### src/rtl/mcpu16.sv
module mcpu16 #(
  parameter int XLEN = 16,
  parameter int NREG = 8
) (
  input  logic            clk,
  input  logic            rst,
  output logic [XLEN-1:0] mem_addr,
  output logic [XLEN-1:0] mem_wdata,
  input  logic [XLEN-1:0] mem_rdata,
  output logic            mem_we,
  output logic [XLEN-1:0] alu_dbg
);
  localparam logic [2:0] OP_R = 3'd0, OP_ADDI = 3'd1, OP_BEQ = 3'd2, OP_J = 3'd3,
                         OP_JAL = 3'd4, OP_LW = 3'd5, OP_SW = 3'd6;
  localparam logic [3:0] FN_ADD = 4'd0, FN_SUB = 4'd1, FN_AND = 4'd2, FN_OR = 4'd3,
                         FN_SLT = 4'd4, FN_JR = 4'd8;
  localparam logic [2:0] LINK = 3'd7;

  typedef enum logic [2:0] {S_FETCH, S_DEC, S_EXEC, S_MEM, S_WB} st_t;

  st_t             st;
  logic [XLEN-1:0] pc, ir, mdr, ra, rb, alu_q;
  logic [XLEN-1:0] rf [NREG];

  wire [2:0]      op  = ir[15:13];
  wire [2:0]      rs  = ir[12:10];
  wire [2:0]      rt  = ir[9:7];
  wire [2:0]      rd  = ir[6:4];
  wire [3:0]      fn  = ir[3:0];
  wire [XLEN-1:0] imm = {{(XLEN-7){ir[6]}}, ir[6:0]};

  wire [XLEN-1:0] opb  = (op == OP_R) ? rb : imm;
  wire [3:0]      fsel = (op == OP_R) ? fn : FN_ADD;
  logic [XLEN-1:0] alu_res;

  always_comb begin
    case (fsel)
      FN_SUB:  alu_res = ra - opb;
      FN_AND:  alu_res = ra & opb;
      FN_OR:   alu_res = ra | opb;
      FN_SLT:  alu_res = ($signed(ra) < $signed(opb)) ? {{(XLEN-1){1'b0}}, 1'b1} : '0;
      default: alu_res = ra + opb;
    endcase
  end

  assign alu_dbg   = alu_res;
  assign mem_addr  = (st == S_FETCH) ? pc : alu_q;
  assign mem_wdata = rb;
  assign mem_we    = (st == S_MEM) && (op == OP_SW);

  wire [2:0]      wb_dst = (op == OP_R) ? rd : rt;
  wire [XLEN-1:0] wb_val = (op == OP_LW) ? mdr : alu_q;
  wire [XLEN-1:0] jtgt   = {pc[XLEN-1:14], ir[12:0], 1'b0};

  always_ff @(posedge clk) begin
    if (rst) begin
      st    <= S_FETCH;
      pc    <= '0;
      ir    <= '0;
      mdr   <= '0;
      ra    <= '0;
      rb    <= '0;
      alu_q <= '0;
      for (int i = 0; i < NREG; i++) rf[i] <= '0;
    end else begin
      case (st)
        S_FETCH: begin
          ir <= mem_rdata;
          pc <= pc + XLEN'(2);
          st <= S_DEC;
        end
        S_DEC: begin
          ra <= (rs == 3'd0) ? '0 : rf[rs];
          rb <= (rt == 3'd0) ? '0 : rf[rt];
          st <= S_EXEC;
        end
        S_EXEC: begin
          alu_q <= alu_res;
          st    <= S_FETCH;
          case (op)
            OP_R:        if (fn == FN_JR) pc <= ra; else st <= S_WB;
            OP_ADDI:     st <= S_WB;
            OP_LW, OP_SW: st <= S_MEM;
            OP_BEQ:      if (ra == rb) pc <= pc + {imm[XLEN-2:0], 1'b0};
            OP_J:        pc <= jtgt;
            OP_JAL: begin
              pc       <= jtgt;
              rf[LINK] <= pc;
            end
            default: ;
          endcase
        end
        S_MEM: begin
          if (op == OP_LW) begin
            mdr <= mem_rdata;
            st  <= S_WB;
          end else begin
            st <= S_FETCH;
          end
        end
        default: begin
          if (wb_dst != 3'd0) rf[wb_dst] <= wb_val;
          st <= S_FETCH;
        end
      endcase
    end
  end

  p_reset_pc_r1: assert property (@(posedge clk) rst |=> (pc == '0 && st == S_FETCH));
  p_fetch_step_r2: assert property (@(posedge clk) disable iff (rst)
    (st == S_FETCH) |=> (pc == $past(pc) + XLEN'(2) && st == S_DEC));
  p_zero_read_r5: assert property (@(posedge clk) disable iff (rst)
    (st == S_DEC && rs == 3'd0) |=> (ra == '0));
  p_beq_fall_r6: assert property (@(posedge clk) disable iff (rst)
    (st == S_EXEC && op == OP_BEQ && ra != rb) |=> (pc == $past(pc)));
  p_link_r8: assert property (@(posedge clk) disable iff (rst)
    (st == S_EXEC && op == OP_JAL) |=> (rf[LINK] == $past(pc)));
  p_load_len_r10: assert property (@(posedge clk) disable iff (rst)
    (st == S_MEM && !mem_we) |=> (st == S_WB));
  p_we_once_r11: assert property (@(posedge clk) disable iff (rst)
    mem_we |=> (!mem_we && st == S_FETCH));
  p_dbg_addr_r12: assert property (@(posedge clk) disable iff (rst)
    mem_we |-> (alu_dbg == mem_addr));
endmodule

### config.mk
export PLATFORM = sky130hd
export DESIGN_NAME = mcpu16
export DESIGN_NICKNAME = d
export VERILOG_FILES = /design/src/rtl/mcpu16.sv
export SDC_FILE = /design/constraint.sdc
export NUM_CORES = 1
export LEC_CHECK = 0
export ABC_AREA = 1
export ABC_CLOCK_PERIOD_IN_PS = 4019
export BUFFER_PORTS_ARGS = -buffer_cell sky130_fd_sc_hd__buf_2
export CAP_MARGIN = 20
export CORE_UTILIZATION = 50
export CTS_BUF_LIST = sky130_fd_sc_hd__clkbuf_8
export DETAILED_ROUTE_END_ITERATION = 16
export GPL_TIMING_DRIVEN = 0
export HOLD_SLACK_MARGIN = 0.08
export PLACE_DENSITY = 0.76
export SYNTH_ARGS = -nofsm -noshare
export SYNTH_HDL_FRONTEND = slang
export SYNTH_SLANG_ARGS = --single-unit
export TNS_END_PERCENT = 10
### constraint.sdc
create_clock -name clk -period 4.02 [get_ports clk]
set_input_delay 0.804 -clock clk [delete_from_list [all_inputs] [get_ports clk]]
set_output_delay 0.804 -clock clk [all_outputs]
set_load 0.05 [all_outputs]
Word-level counts from Yosys, hierarchy flattened
Memories as Yosys holds them, arrays and structs flattened. A register that Yosys moved wholly into a read port is not among the register bits.
Cells that the tools add are included.
{"block": "op_classes", "add_sub_neg": 4, "muxes": 35, "bitwise_logic": 3, "eq_ne": 20, "reduce_logical": 14, "order_cmp": 1}
{"cell": "two-way mux 16 bit", "count": 9}
{"cell": "one-hot mux 16 bit (4 select lines)", "count": 1}
{"cell": "one-hot mux 16 bit (3 select lines)", "count": 1}
{"cell": "adder 16 bit", "count": 2}
{"cell": "one-hot mux 16 bit (2 select lines)", "count": 1}
{"cell": "two-way mux 3 bit", "count": 8}
{"cell": "adder 16 x 2 -> 16 bit (second input constant)", "count": 1}
{"cell": "bitwise AND 16 bit", "count": 1}
{"cell": "equality test 16 bit", "count": 1}
{"cell": "< comparator 16 bit", "count": 1}
{"cell": "bitwise OR 16 bit", "count": 1}
{"cell": "OR reduction 16 bit", "count": 1}
{"cell": "subtractor 16 bit", "count": 1}
{"cell": "equality test 3 x 2 -> 1 bit (second input constant)", "count": 4}
{"cell": "logical NOT 3 bit", "count": 4}
{"cell": "two-way mux 1 bit", "count": 12}
{"cell": "one-hot mux 3 bit (4 select lines)", "count": 1}
{"cell": "equality test 3 bit (second input constant)", "count": 3}
{"cell": "inequality test 3 bit (second input constant)", "count": 3}
{"cell": "one-hot mux 3 bit (3 select lines)", "count": 1}
{"cell": "equality test 4 x 2 -> 1 bit (second input constant)", "count": 2}
{"cell": "equality test 3 x 1 -> 1 bit (second input constant)", "count": 2}
{"cell": "AND reduction 5 bit", "count": 1}
{"cell": "equality test 4 x 1 -> 1 bit (second input constant)", "count": 1}
{"cell": "13 further kinds", "count": 14}
{"block": "word_totals", "output_inout_bits": 49, "memories": 1, "input_bits": 18, "ram_bits": 128, "reg_bits": 99}
{"memory": "rf", "depth": 8, "word_bits": 16, "rd": 2, "rd_ports_with_merged_regs": 2, "wr": 8, "line": "23", "rtl": "logic [XLEN-1:0] rf [NREG];"}

Logic depth before layout (Yosys ltp)
{"block": "depth", "depth_word": 9, "ltp_mapped": 20}

Worst setup path after synthesis
No wires, ideal clock.
{"block": "synth_path", "path_type": "register to output", "startpoint": "register ir[15]", "endpoint": "output alu_dbg[0]", "t_arrival_ps": 2821, "slack_ps": 395, "path_buffers": 2, "required_ps": 3216, "stages_incl_launch_ff": 20, "cell_sequence": "dfxtp_1 inv_1 nand2_2 buf_6 clkbuf_1 o21ai_0 ha_1 inv_1 fa_1 nand3_1 nand2_1 nand2_1 nand2_1 nand2_1 nand2_1 nand2_1 nand3_1 nand2_1 nand2_1 inv_1"}
{"block": "synth_via", "elab_chain_cells": 5, "elab_cells_between_ends": 14, "classes_between": "2 x add/sub; 1 x order compare; 4 x eq/ne; 4 x mux; 2 x bitwise; 1 x reduce/logical"}
{"element": "start, declared", "line": "22", "rtl": "logic [XLEN-1:0] pc, ir, mdr, ra, rb, alu_q;"}
{"element": "start signal, assigned", "line": "68", "rtl": "ir <= mem_rdata;"}
{"element": "logical NOT 3 bit *", "line": "32, 33"}
{"element": "two-way mux 16 bit", "line": "32", "rtl": "wire [XLEN-1:0] opb = (op == OP_R) ? rb : imm;"}
{"element": "< comparator 16 bit", "line": "41", "rtl": "FN_SLT: alu_res = ($signed(ra) < $signed(opb)) ? {{(XLEN-1){1'b0}}, 1'b1} : '0;"}
{"element": "two-way mux 1 bit", "line": "41"}
{"element": "one-hot mux 16 bit (4 select lines) *", "line": "37", "rtl": "case (fsel)"}
{"element": "end, declared", "line": "11", "rtl": "output logic [XLEN-1:0] alu_dbg"}
Mark *: on every way between the ends. The rest lies on a longest branch, timed or not.

Worst setup path in the final report
{"block": "layout_path", "startpoint": "register ir[13]", "endpoint": "output alu_dbg[4]"}
{"block": "layout_via", "elab_chain_cells": 4, "elab_cells_between_ends": 12, "classes_between": "2 x add/sub; 4 x eq/ne; 3 x mux; 2 x bitwise; 1 x reduce/logical"}
{"element": "logical NOT 3 bit *", "line": "32, 33"}
{"element": "two-way mux 16 bit / two-way mux 4 bit (equally long branches)", "line": "32, 33"}
{"element": "adder 16 bit, or another cell as far along", "line": "42", "rtl": "default: alu_res = ra + opb;"}
{"element": "one-hot mux 16 bit (4 select lines) *", "line": "37"}
Marks and branches as above.

==> report_table.html <==
<table>
<tr><th>Metric</th><th>Value</th></tr>
<tr><th colspan="2">Outcome</th></tr>
<tr><td>Outcome</td><td>completed</td></tr>
<tr><th colspan="2">Layout</th></tr>
<tr><td>Multi-input gate area in the final layout</td><td>8500 µm²</td></tr>
<tr><td>Post-route cell area</td><td>18000 µm²</td></tr>
<tr><td>Layout cell share with drive strength beyond 1</td><td>14.0%</td></tr>
<tr><td>FF/Latch Area</td><td>5960 µm²</td></tr>
<tr><td>Number of fillers in the final layout</td><td>2871</td></tr>
<tr><td>Final-stage net count</td><td>2403</td></tr>
<tr><td>Number of antenna cells inserted</td><td>0</td></tr>
<tr><td>Area growth syn-to-layout</td><td>16.8%</td></tr>
<tr><td>Non-Filler Instances</td><td>2741</td></tr>
<tr><th colspan="2">Run</th></tr>
<tr><td>Max cap viols</td><td>0</td></tr>
<tr><th colspan="2">CTS</th></tr>
<tr><td>CTS root buffer</td><td>sky130_fd_sc_hd__clkbuf_8</td></tr>
<tr><td>Clock tree from TritonCTS</td><td>built</td></tr>
<tr><td>Clk_lat worst skew</td><td>0.59 ns</td></tr>
<tr><td>Quantity of hold-fixing buffers added after cts</td><td>0</td></tr>
<tr><td>Clk buf depth</td><td>3</td></tr>
<tr><td>Worst-path clk slew</td><td>0.07 ns</td></tr>
<tr><td>TritonCTS sink count</td><td>233</td></tr>
<tr><td>H-tree depth</td><td>2</td></tr>
<tr><td>CTS Buf Count</td><td>41</td></tr>
<tr><th colspan="2">Worst setup path</th></tr>
<tr><td>Kind of end point of the critical path</td><td>output port</td></tr>
<tr><td>Critical Path AT</td><td>3.16 ns</td></tr>
<tr><td>Startpoint class of the critical path</td><td>flip-flop</td></tr>
<tr><td>Largest fanout of any net on the critical path</td><td>6</td></tr>
<tr><td>Worst reg2reg path endpoint</td><td>rf[1][15]</td></tr>
<tr><td>Reg2reg start</td><td>ir[13]</td></tr>
<tr><td>Maximum single-stage delay on the critical path</td><td>0.40 ns</td></tr>
<tr><td>Crit Path Class</td><td>flip-flop to output port</td></tr>
<tr><td>Reg-to-reg setup timing slack</td><td>1.01 ns</td></tr>
<tr><td>Worst r2r path cells</td><td>11</td></tr>
<tr><td>Critical-path cell list</td><td>nor2_4 -&gt; nand2_8 -&gt; clkbuf_16 -&gt; o21ai_4 -&gt; ha_4 -&gt; inv_4 -&gt; fa_2 -&gt; nand3_2 -&gt; a21oi_1 -&gt; o21ai_1 -&gt; nand2_1 -&gt; nor3b_4 -&gt; inv_1 -&gt; buf_2</td></tr>
<tr><td>Startpoint of the most critical setup path</td><td>ir[13]</td></tr>
<tr><td>Max stage delay cell, worst path</td><td>sky130_fd_sc_hd__fa_2</td></tr>
<tr><td>Worst setup path end</td><td>alu_dbg[4]</td></tr>
<tr><td>Required time at the endpoint of the critical path</td><td>3.22 ns</td></tr>
<tr><th colspan="2">Timing</th></tr>
<tr><td>Count of final setup violators</td><td>0</td></tr>
<tr><td>Final Hold Fails</td><td>0</td></tr>
<tr><td>Part of the cycle the worst path needs</td><td>98.6%</td></tr>
<tr><td>Fmax achieved</td><td>252 MHz</td></tr>
<tr><td>Final Max Slew Viols</td><td>0</td></tr>
<tr><td>Crit path time final</td><td>3.96 ns</td></tr>
<tr><td>Worst hold slack</td><td>0.507 ns</td></tr>
<tr><td>Relative slew slack</td><td>16.4%</td></tr>
<tr><td>Final clock skew</td><td>0.0663 ns</td></tr>
<tr><td>Unrepaired setup endpoints after global routing</td><td>yes</td></tr>
<tr><td>Transition time at the pin with the least slew margin</td><td>1.22 ns</td></tr>
<tr><th colspan="2">Die</th></tr>
<tr><td>Area inside the core boundary</td><td>30000 µm²</td></tr>
<tr><td>Top-Level Pins</td><td>67</td></tr>
<tr><td>Initial Util</td><td>51.4%</td></tr>
<tr><td>Floorplan die width</td><td>177 µm</td></tr>
<tr><td>Total Die Area</td><td>31500 µm²</td></tr>
<tr><td>Die extent in y</td><td>177 µm</td></tr>
<tr><td>Floorplan row count</td><td>63</td></tr>
<tr><th colspan="2">Route</th></tr>
<tr><td>Avg Vias per Cell</td><td>6.03</td></tr>
<tr><td>Number of DRC violations after detailed routing</td><td>0</td></tr>
<tr><td>Post-Route WL</td><td>62500 µm</td></tr>
<tr><td>Count of nets left with antenna violations after detail routing</td><td>0</td></tr>
<tr><td>Pre-Repair DR Iteration Count</td><td>6</td></tr>
<tr><td>Average detailed-routed wire length per instance</td><td>22.8 µm</td></tr>
<tr><td>Vias post-DR</td><td>16.5k</td></tr>
<tr><td>Iteration-0 DRC count of the detailed router</td><td>2008</td></tr>
<tr><th colspan="2">GRT</th></tr>
<tr><td>Initial antenna violation count</td><td>1</td></tr>
<tr><td>Maximum number of pins on one net before global-route repair</td><td>17</td></tr>
<tr><td>Global-route wire length before repair</td><td>90300 µm</td></tr>
<tr><td>Overflow left after global routing</td><td>0</td></tr>
<tr><td>Via count of the first global-routing pass</td><td>14.7k</td></tr>
<tr><td>Tot GR Track Use</td><td>39.1%</td></tr>
<tr><th colspan="2">Place</th></tr>
<tr><td>Routability-driven placement congestion ratio</td><td>1.01</td></tr>
<tr><td>Placed insts</td><td>2637</td></tr>
<tr><td>Placed wire-length estimate</td><td>47900 µm</td></tr>
<tr><td>Area after detailed placement</td><td>16300 µm²</td></tr>
<tr><td>Buffers on Ports</td><td>65</td></tr>
<tr><th colspan="2">Yosys</th></tr>
<tr><td>Synth Area in Simple Gates</td><td>25.8%</td></tr>
<tr><td>Synthesized instance count</td><td>2162</td></tr>
<tr><td>Cell type with the highest aggregate area in the netlist</td><td>sky130_fd_sc_hd__edfxtp_1</td></tr>
<tr><td>Register bit total from synthesis</td><td>233</td></tr>
<tr><td>Cell area after technology mapping</td><td>15400 µm²</td></tr>
<tr><td>Largest family of logic cells by synthesized area</td><td>simple AND/OR/NAND/NOR gates</td></tr>
<tr><td>Count of yosys warnings during synthesis</td><td>0</td></tr>
<tr><td>Syn_area_per_cell</td><td>7.11 µm²</td></tr>
<tr><td>Multiplexer fraction of the synthesized cell area</td><td>0.586%</td></tr>
<tr><td>XOR/XNOR Fraction of Synth Area</td><td>0.854%</td></tr>
<tr><td>Dominant synthesized flop cell</td><td>sky130_fd_sc_hd__edfxtp_1</td></tr>
<tr><td>Most frequent cells after synthesis</td><td>sky130_fd_sc_hd__nand2_1 (447), sky130_fd_sc_hd__inv_1 (262), sky130_fd_sc_hd__nor2_1 (251), sky130_fd_sc_hd__o21ai_0 (237), sky130_fd_sc_hd__a21oi_1 (177)</td></tr>
<tr><td>Fraction of synthesis flops using an asynchronous set or reset pin</td><td>0%</td></tr>
<tr><td>Part of the Yosys area used for sequential elements</td><td>38.7%</td></tr>
<tr><td>Cell types occupying the most area after synthesis</td><td>sky130_fd_sc_hd__edfxtp_1 (25%), sky130_fd_sc_hd__dfxtp_1 (14%), sky130_fd_sc_hd__nand2_1 (11%)</td></tr>
<tr><td>EDFF count, synth</td><td>128</td></tr>
<tr><td>Cell with the most instances after synthesis</td><td>sky130_fd_sc_hd__nand2_1</td></tr>
<tr><td>Synthesized-area fraction occupied by ao, oa, aoi and oai cells</td><td>19.0%</td></tr>
<tr><td>Share of the synthesized area in the top cell type</td><td>25.0%</td></tr>
<tr><td>Area share of fa/ha/maj cells after synthesis</td><td>5.51%</td></tr>
<tr><td>Count of unique library cells instantiated by Yosys</td><td>49</td></tr>
<tr><th colspan="2">Pwr</th></tr>
<tr><td>Cell area power density</td><td>501 nW/µm²</td></tr>
<tr><td>Leakage power summed over all cells</td><td>7.61 nW</td></tr>
<tr><td>Highest ir drop seen on vdd</td><td>0.346 mV</td></tr>
<tr><th colspan="2">Min path</th></tr>
<tr><td>Min-delay worst type</td><td>flip-flop to flip-flop</td></tr>
</table>
[layout make-up]
| class | count | share of cell area [%] |
|---|---|---|
| multi-input combinational | 1567 | 47.3 |
| clock buffer | 41 | 3.14 |
| sequential | 233 | 33.2 |
| buffer | 101 | 2.71 |
| inverter | 273 | 5.78 |
| timing repair buffer | 102 | 3.98 |
| tap | 390 | 2.72 |
| clock inverter | 34 | 1.20 |
[critical path: cells and delay by family (launching register included)]
kind	cells	cell delay (ns)
buffers and inverters	4	0.50
AND/OR/NAND/NOR	5	0.76
flip-flops	1	0.35
adder cells (fa/ha/maj)	2	0.58
AO/OA/AOI/OAI	3	0.42
[flip-flops by register name (all words and copies together) (netlist names), named ones only]
name,cells
mdr,16
ir,16
ra,16
alu_q,16
st,3
pc,16
rf,128
mem_wdata,16
[logic make-up (layout without fill, tap and decap cells)]
| kind of cell | after synthesis | in the layout |
|---|---|---|
| adders and majority gates | 66 | 66 |
| AOI/OAI and AO/OA | 532 | 532 |
| xor gates and xnor gates | 15 | 15 |
| muxes | 9 | 9 |
| buffers and inverters | 377 | 551 |
| other | 1 | 16 |
| and+or+nand+nor | 929 | 929 |
| DFF | 233 | 233 |
[per-stage QoR]
step           utilization, %  worst slack, ns  power, mW  setup TNS [ns]
6_report                 60.0           0.0554       8.99               0
4_1_cts                  58.2          -0.0250       8.54         -0.0635
3_3_place_gp             54.3           -0.466       6.16           -3.01
2_1_floorplan               -            0.395       5.09               0
3_5_place_dp             54.4           -0.470       6.20           -3.31
5_1_grt                  60.0          -0.0429       9.35          -0.180
[routing by layer]
metal / routed length [µm] / vias up / global-route usage, % / share of wire, %
li1: - / 7533 / - / -
met3: 7220 / 167 / 7.95 / 12
met1: 26100 / 7807 / 55.2 / 42
met5: 13 / - / 0 / 0.021
met4: 2350 / 2 / 14.3 / 3.8
met2: 26800 / 1007 / 58.6 / 43
[power breakdown]
group	internal, mW	leakage (nW)	switching [mW]
Combinational	1.20	5.00	2.75
Clock	1.10	0.442	1.07
Sequential	2.67	2.17	0.204
Total	4.97	7.61	4.02
[cell usage in the layout, fill, tap and decap left out, types with 21 or more instances in the layout]
cell type,n
sky130_fd_sc_hd__edfxtp_1,128
sky130_fd_sc_hd__buf_4,39
sky130_fd_sc_hd__nand4_1,28
sky130_fd_sc_hd__o22ai_1,21
sky130_fd_sc_hd__a21oi_1,169
sky130_fd_sc_hd__o21ai_0,217
sky130_fd_sc_hd__buf_2,65
sky130_fd_sc_hd__inv_1,260
sky130_fd_sc_hd__o211ai_1,65
sky130_fd_sc_hd__dfxtp_1,102
sky130_fd_sc_hd__nand3_1,123
sky130_fd_sc_hd__clkbuf_1,68
sky130_fd_sc_hd__nand2_1,433
sky130_fd_sc_hd__ha_1,47
sky130_fd_sc_hd__nor2_1,242
sky130_fd_sc_hd__clkbuf_8,42
[how the worst min path moves through the flow]
| stage | start | to | slack, ns | cells past startpoint |
|---|---|---|---|---|
| after floorplan | pc[0] | pc[0] | 0.44 | 2 |
| after global placement | pc[13] | pc[13] | 0.48 | 2 |
| after detailed placement | pc[13] | pc[13] | 0.49 | 2 |
| after CTS | pc[13] | pc[13] | 0.50 | 2 |
| after global routing | mem_rdata[13] | mdr[13] | 0.52 | 3 |
| final | pc[13] | pc[13] | 0.51 | 2 |
[what timing repair did]
item | in CTS | in global routing
pin swaps | 15 | 28
setup endpoints to repair | 16 | 15
gates resized for setup | 95 | 103
buffers inserted | 11 | 17
gates cloned | 1 | 1
No activity file was read; power rests on OpenSTA's default activity.
